===== src/rtl/smbt_pkg.sv =====
package smbt_pkg;

  typedef enum logic [2:0] {
    S_IDLE,
    S_ADDR,
    S_CMD,
    S_COUNT,
    S_WDATA,
    S_TXCNT,
    S_TXDAT
  } smbt_state_e;

  // Upper seven bits of an address byte against the target's own address.
  function automatic logic addr_hit(input logic [7:0] b, input logic [6:0] own);
    return (b[7:1] == own);
  endfunction

  // Bit 7 set: single indexed byte; clear: block transfer.
  function automatic logic cmd_indexed(input logic [7:0] c);
    return c[7];
  endfunction

  // Indexed transfers start at bits 6:0, block transfers at zero.
  function automatic logic [6:0] cmd_first_off(input logic [7:0] c);
    return c[7] ? c[6:0] : 7'd0;
  endfunction

  function automatic logic off_valid(input logic [6:0] o, input int n);
    return (int'({1'b0, o}) < n);
  endfunction

  // Bytes beyond the implemented range read as all ones.
  function automatic logic [7:0] pad_read(input logic valid, input logic [7:0] d);
    return valid ? d : 8'hFF;
  endfunction

endpackage


===== src/rtl/smbt_linesync.sv =====
module smbt_linesync #(
  parameter int STAGES = 2
) (
  input  logic clk,
  input  logic rst_n,
  input  logic scl_i,
  input  logic sda_i,
  output logic scl_s,
  output logic sda_s,
  output logic scl_rise,
  output logic scl_fall,
  output logic start_ev,
  output logic stop_ev
);
  localparam int W = 2 * STAGES;

  logic [W-1:0] pipe;
  logic [1:0]   prev;

  always_ff @(posedge clk or negedge rst_n) begin
    if (!rst_n) begin
      pipe <= '1;
      prev <= 2'b11;
    end else begin
      pipe <= {pipe[W-3:0], scl_i, sda_i};
      prev <= pipe[W-1:W-2];
    end
  end

  assign scl_s    = pipe[W-1];
  assign sda_s    = pipe[W-2];
  assign scl_rise = scl_s & ~prev[1];
  assign scl_fall = ~scl_s & prev[1];
  assign start_ev = scl_s & prev[1] & prev[0] & ~sda_s;
  assign stop_ev  = scl_s & prev[1] & ~prev[0] & sda_s;

endmodule


===== src/rtl/smbt_proto.sv =====
module smbt_proto
  import smbt_pkg::*;
#(
  parameter logic [6:0] TARGET_ADDR = 7'h69,
  parameter int         NREG        = 7
) (
  input  logic        clk,
  input  logic        rst_n,
  input  logic        sda_s,
  input  logic        scl_rise,
  input  logic        scl_fall,
  input  logic        start_ev,
  input  logic        stop_ev,
  output logic        sda_oe,
  output logic [6:0]  reg_off,
  output logic [7:0]  reg_wdata,
  output logic        reg_we,
  output logic        reg_re,
  input  logic [7:0]  reg_rdata,
  output smbt_state_e state_o
);
  localparam logic [7:0] COUNT_BYTE = 8'(NREG);

  smbt_state_e st;
  logic [3:0]  bitcnt;
  logic        in_ack;
  logic        host_nack;
  logic        blk;
  logic        oe;
  logic [7:0]  sh;
  logic [6:0]  off;

  logic       is_tx, byte_full, rx_ack, load_tx, cur_valid;
  logic [7:0] rd_byte;

  assign is_tx     = (st == S_TXCNT) || (st == S_TXDAT);
  assign byte_full = (bitcnt == 4'd8);
  assign cur_valid = off_valid(off, NREG);
  assign rd_byte   = pad_read(cur_valid, reg_rdata);
  assign rx_ack    = (st == S_ADDR) ? addr_hit(sh, TARGET_ADDR)
                   : ((st == S_CMD) || (st == S_COUNT) || (st == S_WDATA));

  // Second falling edge of an acknowledge slot where the next byte is fetched.
  assign load_tx = scl_fall && in_ack &&
                   (((st == S_ADDR) && sh[0] && !blk) || (is_tx && !host_nack));

  assign reg_re    = load_tx && cur_valid;
  assign reg_we    = scl_fall && byte_full && !in_ack && (st == S_WDATA) && cur_valid;
  assign reg_off   = off;
  assign reg_wdata = sh;
  assign sda_oe    = oe;
  assign state_o   = st;

  always_ff @(posedge clk or negedge rst_n) begin
    if (!rst_n) begin
      st        <= S_IDLE;
      bitcnt    <= '0;
      in_ack    <= 1'b0;
      host_nack <= 1'b0;
      blk       <= 1'b0;
      oe        <= 1'b0;
      sh        <= '0;
      off       <= '0;
    end else if (start_ev) begin
      st        <= S_ADDR;
      bitcnt    <= '0;
      in_ack    <= 1'b0;
      host_nack <= 1'b0;
      oe        <= 1'b0;
    end else if (stop_ev) begin
      st     <= S_IDLE;
      bitcnt <= '0;
      in_ack <= 1'b0;
      oe     <= 1'b0;
    end else if (st != S_IDLE) begin
      if (scl_rise) begin
        if (!byte_full) begin
          bitcnt <= bitcnt + 4'd1;
          if (!is_tx) sh <= {sh[6:0], sda_s};
        end else if (in_ack && is_tx) begin
          host_nack <= sda_s;
        end
      end else if (scl_fall) begin
        if (byte_full && !in_ack) begin
          in_ack <= 1'b1;
          if (is_tx) begin
            oe <= 1'b0;
          end else begin
            oe <= rx_ack;
            unique case (st)
              S_ADDR:  if (!rx_ack) st <= S_IDLE;
              S_CMD: begin
                blk <= !cmd_indexed(sh);
                off <= cmd_first_off(sh);
              end
              S_WDATA: if (cur_valid) off <= off + 7'd1;
              default: ;
            endcase
          end
        end else if (in_ack) begin
          in_ack <= 1'b0;
          bitcnt <= '0;
          unique case (st)
            S_ADDR: begin
              if (!sh[0]) begin
                st <= S_CMD;
                oe <= 1'b0;
              end else if (blk) begin
                st <= S_TXCNT;
                sh <= COUNT_BYTE;
                oe <= ~COUNT_BYTE[7];
              end else begin
                st <= S_TXDAT;
                sh <= rd_byte;
                oe <= ~rd_byte[7];
                if (cur_valid) off <= off + 7'd1;
              end
            end
            S_CMD: begin
              st <= blk ? S_COUNT : S_WDATA;
              oe <= 1'b0;
            end
            S_COUNT: begin
              st <= S_WDATA;
              oe <= 1'b0;
            end
            S_WDATA: oe <= 1'b0;
            S_TXCNT, S_TXDAT: begin
              if (host_nack) begin
                st <= S_IDLE;
                oe <= 1'b0;
              end else begin
                st <= S_TXDAT;
                sh <= rd_byte;
                oe <= ~rd_byte[7];
                if (cur_valid) off <= off + 7'd1;
              end
            end
            default: oe <= 1'b0;
          endcase
        end else if (is_tx && (bitcnt != 4'd0)) begin
          sh <= {sh[6:0], 1'b0};
          oe <= ~sh[6];
        end
      end
    end
  end

endmodule


===== src/rtl/smb_cfg_target.sv =====
module smb_cfg_target
  import smbt_pkg::*;
#(
  parameter logic [6:0] TARGET_ADDR = 7'h69,
  parameter int         NREG        = 7,
  parameter int         SYNC_STAGES = 2
) (
  input  logic       clk,
  input  logic       rst_n,
  input  logic       scl_i,
  input  logic       sda_i,
  output logic       sda_oe,
  output logic [6:0] reg_off,
  output logic [7:0] reg_wdata,
  output logic       reg_we,
  output logic       reg_re,
  input  logic [7:0] reg_rdata
);
  // Named internal events, visible to the bound checker.
  logic        scl_s, sda_s, scl_rise, scl_fall, start_ev, stop_ev;
  smbt_state_e fsm_state;

  smbt_linesync #(.STAGES(SYNC_STAGES)) u_sync (
    .clk      (clk),
    .rst_n    (rst_n),
    .scl_i    (scl_i),
    .sda_i    (sda_i),
    .scl_s    (scl_s),
    .sda_s    (sda_s),
    .scl_rise (scl_rise),
    .scl_fall (scl_fall),
    .start_ev (start_ev),
    .stop_ev  (stop_ev)
  );

  smbt_proto #(.TARGET_ADDR(TARGET_ADDR), .NREG(NREG)) u_proto (
    .clk       (clk),
    .rst_n     (rst_n),
    .sda_s     (sda_s),
    .scl_rise  (scl_rise),
    .scl_fall  (scl_fall),
    .start_ev  (start_ev),
    .stop_ev   (stop_ev),
    .sda_oe    (sda_oe),
    .reg_off   (reg_off),
    .reg_wdata (reg_wdata),
    .reg_we    (reg_we),
    .reg_re    (reg_re),
    .reg_rdata (reg_rdata),
    .state_o   (fsm_state)
  );

endmodule


===== config.mk =====
export PLATFORM = sky130hd
export DESIGN_NAME = smb_cfg_target
export DESIGN_NICKNAME = d
export VERILOG_FILES = /design/src/rtl/smbt_pkg.sv /design/src/rtl/smbt_linesync.sv /design/src/rtl/smbt_proto.sv /design/src/rtl/smb_cfg_target.sv
export SDC_FILE = /design/constraint.sdc
export NUM_CORES = 1
export LEC_CHECK = 0
export BUFFER_PORTS_ARGS = -buffer_cell sky130_fd_sc_hd__buf_4
export CORE_ASPECT_RATIO = 2
export CORE_MARGIN = 2
export CORE_UTILIZATION = 55
export DETAILED_ROUTE_END_ITERATION = 10
export PLACE_DENSITY = 0.77
export RECOVER_POWER = 25
export SLEW_MARGIN = 20
export SYNTH_ARGS = -nofsm -noshare
export SYNTH_HDL_FRONTEND = slang
export SYNTH_HIERARCHICAL = 1
export SYNTH_SLANG_ARGS = --single-unit

===== constraint.sdc =====
create_clock -name clk -period 6.37 [get_ports clk]
set_input_delay 0.637 -clock clk [delete_from_list [all_inputs] [get_ports clk]]
set_output_delay 0.637 -clock clk [all_outputs]
set_load 0.05 [all_outputs]

==> results of run 1 <==
==> power by group <==
part	leakage, nW	switching, mW	internal (mW)
Clock	0.0479	0.0799	0.0760
Sequential	0.398	0.0353	0.225
Combinational	0.591	0.112	0.0654
==> placed cells by master, fill, tap and decap left out, drive strengths merged, types with 4 or more instances in the layout <==
master	instances
nand2	32
buf	26
dfrtp	26
o21ai	22
nor2	21
a21oi	19
a31oi	10
inv	9
clkbuf	8
nor3	7
mux2	7
nor2b	6
nand3	6
mux2i	6
o31ai	6
nand2b	6
dfstp	6
a211oi	5
and3	4
nand4	4
==> final cells by class <==
cell class	instances	share of cell area (%)
clock inverters	3	0.7720
clock buffers	5	2.831
well taps	51	2.625
inverters	9	1.390
multi-input cells	198	50.33
flip-flops and latches	32	33.25
repair buffers	29	8.801
==> through the flow <==
| stage | cells | setup WS [ps] |
|---|---|---|
| 2_1_floorplan | 254 | 3558 |
| 3_3_place_gp | 319 | 3596 |
| 3_5_place_dp | 319 | 3476 |
| 4_1_cts | 327 | 3465 |
| 5_1_grt | 327 | 3133 |
| 6_report | 327 | 3431 |
==> registers in the layout, summed over array words and instances, names as in the netlist <==
signal,flops
u_proto/blk,1
u_proto/reg_off,7
u_proto/host_nack,1
u_proto/bitcnt,4
u_sync/prev,2
u_proto/reg_wdata,8
u_sync/pipe,4
u_proto/sda_oe,1
u_proto/state_o,3
u_proto/in_ack,1
==> per-layer routing <==
layer,share of wire (%),up-vias,global-route usage (%)
li1,-,983,-
met1,37,982,33.21
met2,53,73,46.93
met3,4.3,23,5.263
met4,5.6,0,18.92
met5,0,-,0
==> path summary, 6_finish.rpt <==
check	slack (ps)	start	to	cells after the start
setup / recovery	3430	u_sync/pipe[3]	u_proto/reg_wdata[2]	7
hold / removal	360	u_sync/pipe[0]	u_sync/pipe[2]	0
setup reg to reg	3430	u_sync/pipe[3]	u_proto/reg_wdata[2]	7
hold reg to reg	360	u_sync/pipe[0]	u_sync/pipe[2]	0
max in group asynchronous	4530	rst_n	u_proto/reg_off[2]	1
min in group asynchronous	810	rst_n	u_proto/bitcnt[1]	1
==> kinds of logic after synthesis <==
kind of cell | count (synthesis) | synth area share [%]
simple gates | 100 | 24.20
compound gates | 81 | 23.97
flops | 32 | 37.49
buf+inv | 24 | 5.746
mux | 13 | 6.443
fa+ha+maj | 3 | 1.741
xor+xnor | 1 | 0.4063
==> worst register-to-register path: cells and delay by family, from the launching register on <==
| family | cells | cell delay, ps |
|---|---|---|
| flip-flops | 1 | 570 |
| AO/OA/AOI/OAI | 3 | 640 |
| multiplexers | 1 | 290 |
| AND/OR/NAND/NOR | 3 | 1330 |
==> metrics list, run 1 <==
* Status: finished with violations
- The final reports fail on capacitance limit, slew limit.
- The count of buffers added on input and output ports is 29.
- Using the TritonRoute via totals, the vias-per-cell ratio works out to 6.303.
* Detailed-route wire length: 5.556 mm
- Peak supply drop: 0.2631 mV
- Placement Cell Area: 2347 um2
- The filler cells instantiated in the layout total between 300 and 400.
- The die covers 4467 um2.
- The final number of max-transition violations is 33.
- Final number of setup-violating endpoints: 0
- At the worst endpoint, the required time is 6550 ps.
* Seq. cell area: 808.3 um2
- Die Span X: a little under 50 um
* Fin Hold WS: 361.7 ps
- The final number of hold-violating endpoints was 0.
- Via total after detailed routing: 2061
* Unrepaired setup endpoints after global routing: false
- Buffers added to address setup during post-CTS repair amount to 0.
- Slowest cell on crit path: sky130_fd_sc_hd__nor2b_1
* Number of sinks driven by the clock tree: 32
- Startpoint type of the worst setup path: register
* Synth top area cells: sky130_fd_sc_hd__dfrtp_1 (30%), sky130_fd_sc_hd__dfstp_2 (7.3%), sky130_fd_sc_hd__nand2_1 (5.6%)
- For this run, the slowest stage of the critical path takes 680 ps.
* Post-cts repair resize count: 0
- Remaining antenna violation count after routing: 0
- Cells with a size suffix above 1 make up approximately 21% of the layout.
- Finished Cell Area: between 2000 and 2500 um2
- Total global-route track usage: 29.42%
* Worst path top cell family by delay: simple AND/OR/NAND/NOR gates
- Area taken by multi-input logic gates: 1224 um2
- Global-route wire length before repair: roughly 9.5 mm
- Vias in the first global route: 2048
- Total congestion overflow after global routing: 0
- Count of unresolved DRC violations after routing: 0
- Clock-pin slew was measured on the worst setup and hold paths at 70 ps.
- The critical path is of the reg -> reg type.
- Floorplan Core Area: about 3800 um2
- No sink is reached through more buffers than the 2 on the longest clock path.
- By count the netlist is led by sky130_fd_sc_hd__nand2_1 (32), sky130_fd_sc_hd__dfrtp_1 (26), sky130_fd_sc_hd__o21ai_0 (21).
- The worst setup path is captured at a register.
- Arrival time of the worst setup path: 3110 ps
- Measured along the y axis, the die boundary spans 92.54 um.
- Sum of net half-perimeters after detailed placement: 4.155 mm
- The signal on the critical path passes through nor2b_1 > nand2b_1 > o21ai_0 > a2bb2oi_1 > nand3_1 > a31o_2 > mux2_2.
* Clock tree from TritonCTS: done
- Relative slew slack: -18.26%
- Gpl congestion: 0.9189
* Largest area contributor in the netlist: sky130_fd_sc_hd__dfrtp_1
- Power spread over the standard cell area amounts to 244.0 nW/um2.
- In this run the static leakage power is 1.037 nW.
* Std-Cell Rows: 32
* Number of buffers and inverters on the critical path: 0
* Post-Synthesis Mean Instance Area: 8.487 um2
- Number of top-level pins: 30
- Number of enable flip-flop cells after synthesis: 0
- After synthesis, the netlist uses 53 different library cells.
- Across the run, the number of max-cap violations was 1.
* H-tree lvl count: 2
* Inserted Clock Buffers: 5
- In this run the worst path has a maximum fanout of 15.
- The synthesized netlist occupies a cell area of 2156 um2.
- For this run, the share of the core covered by cells in the final layout is 63.91%.
* Total chip power: 0.5932 mW
- Top-area cell type share of the netlist area: 30.18%
- Root Driver: sky130_fd_sc_hd__clkbuf_8
- In the synthesized netlist the dominant register cell turns out to be sky130_fd_sc_hd__dfrtp_1.
- Pin slew with the least headroom to its limit: between 1500 and 2000 ps
- Pin count of the biggest net entering global routing: 33
- Cell count after synthesis: 254
* Max Freq: roughly 340 MHz
* Layout overhead on the synthesized area: 12.77%
* Initial antenna violation count: 0
- Count of hold buffers inserted by post-cts repair: 0
* Library cell with the highest instance count after synthesis: sky130_fd_sc_hd__nand2_1
- During synthesis, Yosys emitted a total of 6 warnings.
* Iteration count of the initial detailed-routing pass: 4
- In the final design database the tool counted 290 nets.
- Clock period minus final worst setup slack: 2939 ps
* Share of synthesized registers carrying an async set or reset: 100.0%
- Sequential elements use 37.49% of the synthesized area.
* Initial standard-cell utilization of the core: 56.68%
- Clock latency of the later-clocked register in the worst-skew pair: between 200 and 300 ps
- The min-delay analysis places its worst path in the category reg -> reg.
* Ratio of final minimum period to clock period: 46.14%
- Number of diodes: 0
- After synthesis the netlist holds a flip-flop and latch count of 32.
- For this block, the initial DRC count from the detailed router was 83.
- When the netlist entered floorplanning its net count stood at 269.
- On the final layout, the worst clock skew is between 5 and 6 ps.
- Average wire length per cell after detail routing: 16.99 um
* Accumulated negative setup slack: 0 ps
Power figures use the tool's default switching activity.
==> inputs of run 2 (changes only) <==
- clock period: 6.37 -> 3 ns (I/O delays scaled with it)
==> run 2 against run 1 <==
  * The flow still finishes with violations (capacitance limit, slew limit)
  * Register-to-register slack worse by 2700 ps
  * Sequential power is 110% higher
  * Global-route usage decreased by 0.75 points
  * Sequential cell count did not move
==> metrics list, run 2 (synthesis gave the netlist of run 1 again) <==
- Status: finished with violations (unchanged).
- Violations in the final reports: capacitance limit, slew limit (unchanged)
- The final number of hold-violating endpoints was 0 (unchanged).
- Required time at the worst-slack endpoint: 2700 ps (was 6550 ps)
- Area taken by multi-input logic gates: 1224 um2 (unchanged)
- The worst hold slack after final layout was 111.4 ps (was 361.7 ps).
- Inserted Clock Buffers: 5 (unchanged)
* Worst hold path type: in -> reg (was reg -> reg)
- Crit-path cells: or4_4 > a31oi_1 > nand3_1 > nor2_1 > buf_4 (was nor2b_1 > nand2b_1 > o21ai_0 > a2bb2oi_1 > nand3_1 > a31o_2 > mux2_2)
- The final number of max-transition violations was 33 (unchanged).
- Initial standard-cell utilization of the core: 56.68% (unchanged)
- The leading cell type in the layout, fill and taps excluded is sky130_fd_sc_hd__nand2_1 (unchanged).
* Detailed-route wire length: 5.776 mm (was 5.556 mm)
- The met2 wire length was 3.174 mm (was 2.971 mm).
- Ratio of final minimum period to clock period: 79.20%
- Final-stage net count: 296 (was 290)
- The gate family responsible for the most delay along the worst path is simple AND/OR/NAND/NOR gates (unchanged).
- The number of non-filler instances in the completed layout came to 333 (was 327).
- Pin slew with the least headroom to its limit: 1766 ps (was 1774 ps)
* Proportion of layout cells with a drive suffix above 1: 21.99% (was 20.65%)
- The met3 layer wire length in the routed design is 254 um (was 239 um).
- Count of unresolved DRC violations after routing: 0 (unchanged)
- Commonest cells after routing, fill and taps aside: sky130_fd_sc_hd__nand2_1 (32), sky130_fd_sc_hd__buf_4 (31), sky130_fd_sc_hd__dfrtp_1 (26) (was sky130_fd_sc_hd__nand2_1 (32), sky130_fd_sc_hd__buf_4 (26), sky130_fd_sc_hd__dfrtp_1 (26))
* Initial antenna violation count: 0 (unchanged)
* Total of max-cap violations: 1 (unchanged)
- M1 WL: 2.110 mm (was 2.033 mm)
- The placed instance count was 324 (was 319).
* Longest Clk Path Bufs: 2 (unchanged)
- The final global-route overflow total was 0 (unchanged).
- The detailed-route via count came to 2063 (was 2061).
* Die Span X: 48.27 um (unchanged)
- The wire length of the first global-routing pass was 9.259 mm (was 9.473 mm).
- The via-per-instance ratio is 6.195 (was 6.303).
* Number of buffers and inverters on the critical path: 1 (was 0)
- The detailed-route wire length per cell is 17.35 um (was 16.99 um).
- Chip Height: 92.54 um (unchanged)
- The clock sink count came to 32 (unchanged).
- The sort of element at the start of the critical path was a register (unchanged).
- The static power due to leakage was 1.073 nW (was 1.037 nW).
* Floorplan Core Area: 3804 um2 (unchanged)
- The flip-flop and latch area was 808.3 um2 (unchanged).
- Final number of setup-violating endpoints: 0 (unchanged)
- The final setup skew came to 4.963 ps (was 5.260 ps).
- Gpl congestion: 0.9139 (was 0.9189)
* Number of diodes: 0 (unchanged)
- Unrepaired setup endpoints after global routing: false (unchanged)
- Minimum setup slack among reg-to-reg paths: 700 ps (was 3430 ps)
- The count of filler cells inserted in the layout was 344 (was 360).
- Die Footprint: 4467 um2 (unchanged)
* Largest stage delay, worst path: 580 ps (was 680 ps)
- The flip-flop count of the largest register after layout came to 8 (unchanged).
* Number of top-level pins: 30 (unchanged)
- The residual antenna-violating net count after detailed routing is 0 (unchanged).
- The detailed-router iteration count before antenna repair is 4 (unchanged).
* Total chip power: 1.368 mW (was 0.5932 mW)
- The post-cts repair resize count came to 0 (unchanged).
- The number of global-route vias before repair is 2008 (was 2048).
- Root Driver: sky130_fd_sc_hd__clkbuf_8 (unchanged)
- The initial detailed-routing violation count was 78 (was 83).
- Top Layer Used: met4 (unchanged)
- The power density of the placed cells came to 545.8 nW/um2 (was 244.0 nW/um2).
- PnR worst setup slack: 624.1 ps (was 3431 ps)
- CP Class: reg -> out (was reg -> reg)
* Register clock-pin slew on the reported worst setup and hold paths: 80 ps (was 70 ps)
* H-tree lvl count: 2 (unchanged)
- The TritonCTS clock tree is done (unchanged).
- Worst-path maximum fanout: 4 (was 15)
* Total global-route track usage: 28.68% (was 29.42%)
- Clock latency of the later-clocked register in the worst-skew pair: 290 ps (about the same)
* I/O Buffers: 29 (unchanged)
* Worst Setup End Kind: output port (was register)
- Relative slew slack: -17.73% (was -18.26%)
- The relative area change from synthesis to final layout was 16.25% (was 12.77%).
- The largest net degree at the start of global routing came to 33 (unchanged).
- Peak supply drop: 0.5520 mV (was 0.2631 mV)
- Slowest cell on crit path: sky130_fd_sc_hd__or4_4 (was sky130_fd_sc_hd__nor2b_1)
- The setup slack after placement is 743.3 ps (was 3476 ps).
- Arrival time of the worst setup path: 2080 ps (was 3110 ps)
- The HPWL after detailed placement came to 4.199 mm (was 4.155 mm).
- Clock period minus final worst setup slack: 2376 ps
- Std-Cell Rows: 32 (unchanged)
- The aggregate negative setup slack was 0 ps (unchanged).
* Max Freq: 420.9 MHz
-- run 2: worst paths after layout --
check,depth (start not counted),end,from
hold / removal,1,u_sync/pipe[1],scl_i
min in group asynchronous,2,u_proto/reg_wdata[2],rst_n
max in group asynchronous,2,u_proto/state_o[1],rst_n
hold reg to reg,0,u_sync/pipe[3],u_sync/pipe[1]
setup / recovery,5,reg_re,u_proto/reg_off[6]
setup reg to reg,9,u_proto/reg_wdata[7],u_sync/pipe[3]
-- run 2: worst register-to-register path: stages, from the launching register on --
cell and delay, ps:
sky130_fd_sc_hd__dfstp_1 570, sky130_fd_sc_hd__nor2b_1 140, sky130_fd_sc_hd__buf_4 200, sky130_fd_sc_hd__nand2b_1 120, sky130_fd_sc_hd__buf_4 190, sky130_fd_sc_hd__o21ai_0 110, sky130_fd_sc_hd__a2bb2oi_1 130, sky130_fd_sc_hd__nand3_1 130
sky130_fd_sc_hd__a31o_2 310, sky130_fd_sc_hd__mux2_2 290
-- run 2: routing by layer --
layer | global-route usage, % | vias to the layer above
met3 | 5.653 | 23
met1 | 31.65 | 953
met2 | 47.70 | 96
met5 | 0 | -
met4 | 15.09 | 0
li1 | - | 991
-- run 2: final cells by class --
cell class                      count  share of cell area [%]
Timing Repair Buffer               35                   10.43
Inverter                            9                   1.348
Multi-Input combinational cell    198                   48.83
Clock inverter                      3                   1.847
Tap cell                           51                   2.546
Clock buffer                        5                   2.746
Sequential cell                    32                   32.25
-- run 2: metrics by stage --
step	instance area [um2]	util, %
2_1_floorplan	2156	-
3_3_place_gp	2385	62.70
3_5_place_dp	2385	62.70
4_1_cts	2510	65.99
5_1_grt	2506	65.89
6_report	2506	65.89
-- run 2: repair_timing --
action,4_1_cts,5_1_grt
hold endpoints to repair,26,0
hold buffers,1,0
setup buffers,0,0
-- run 2: power by group --
part           total [mW]  internal (mW)  switching [mW]  leakage, nW
clock               0.434          0.250           0.184       0.0548
combinational       0.379          0.142           0.237        0.621
sequential          0.555          0.477          0.0774        0.398
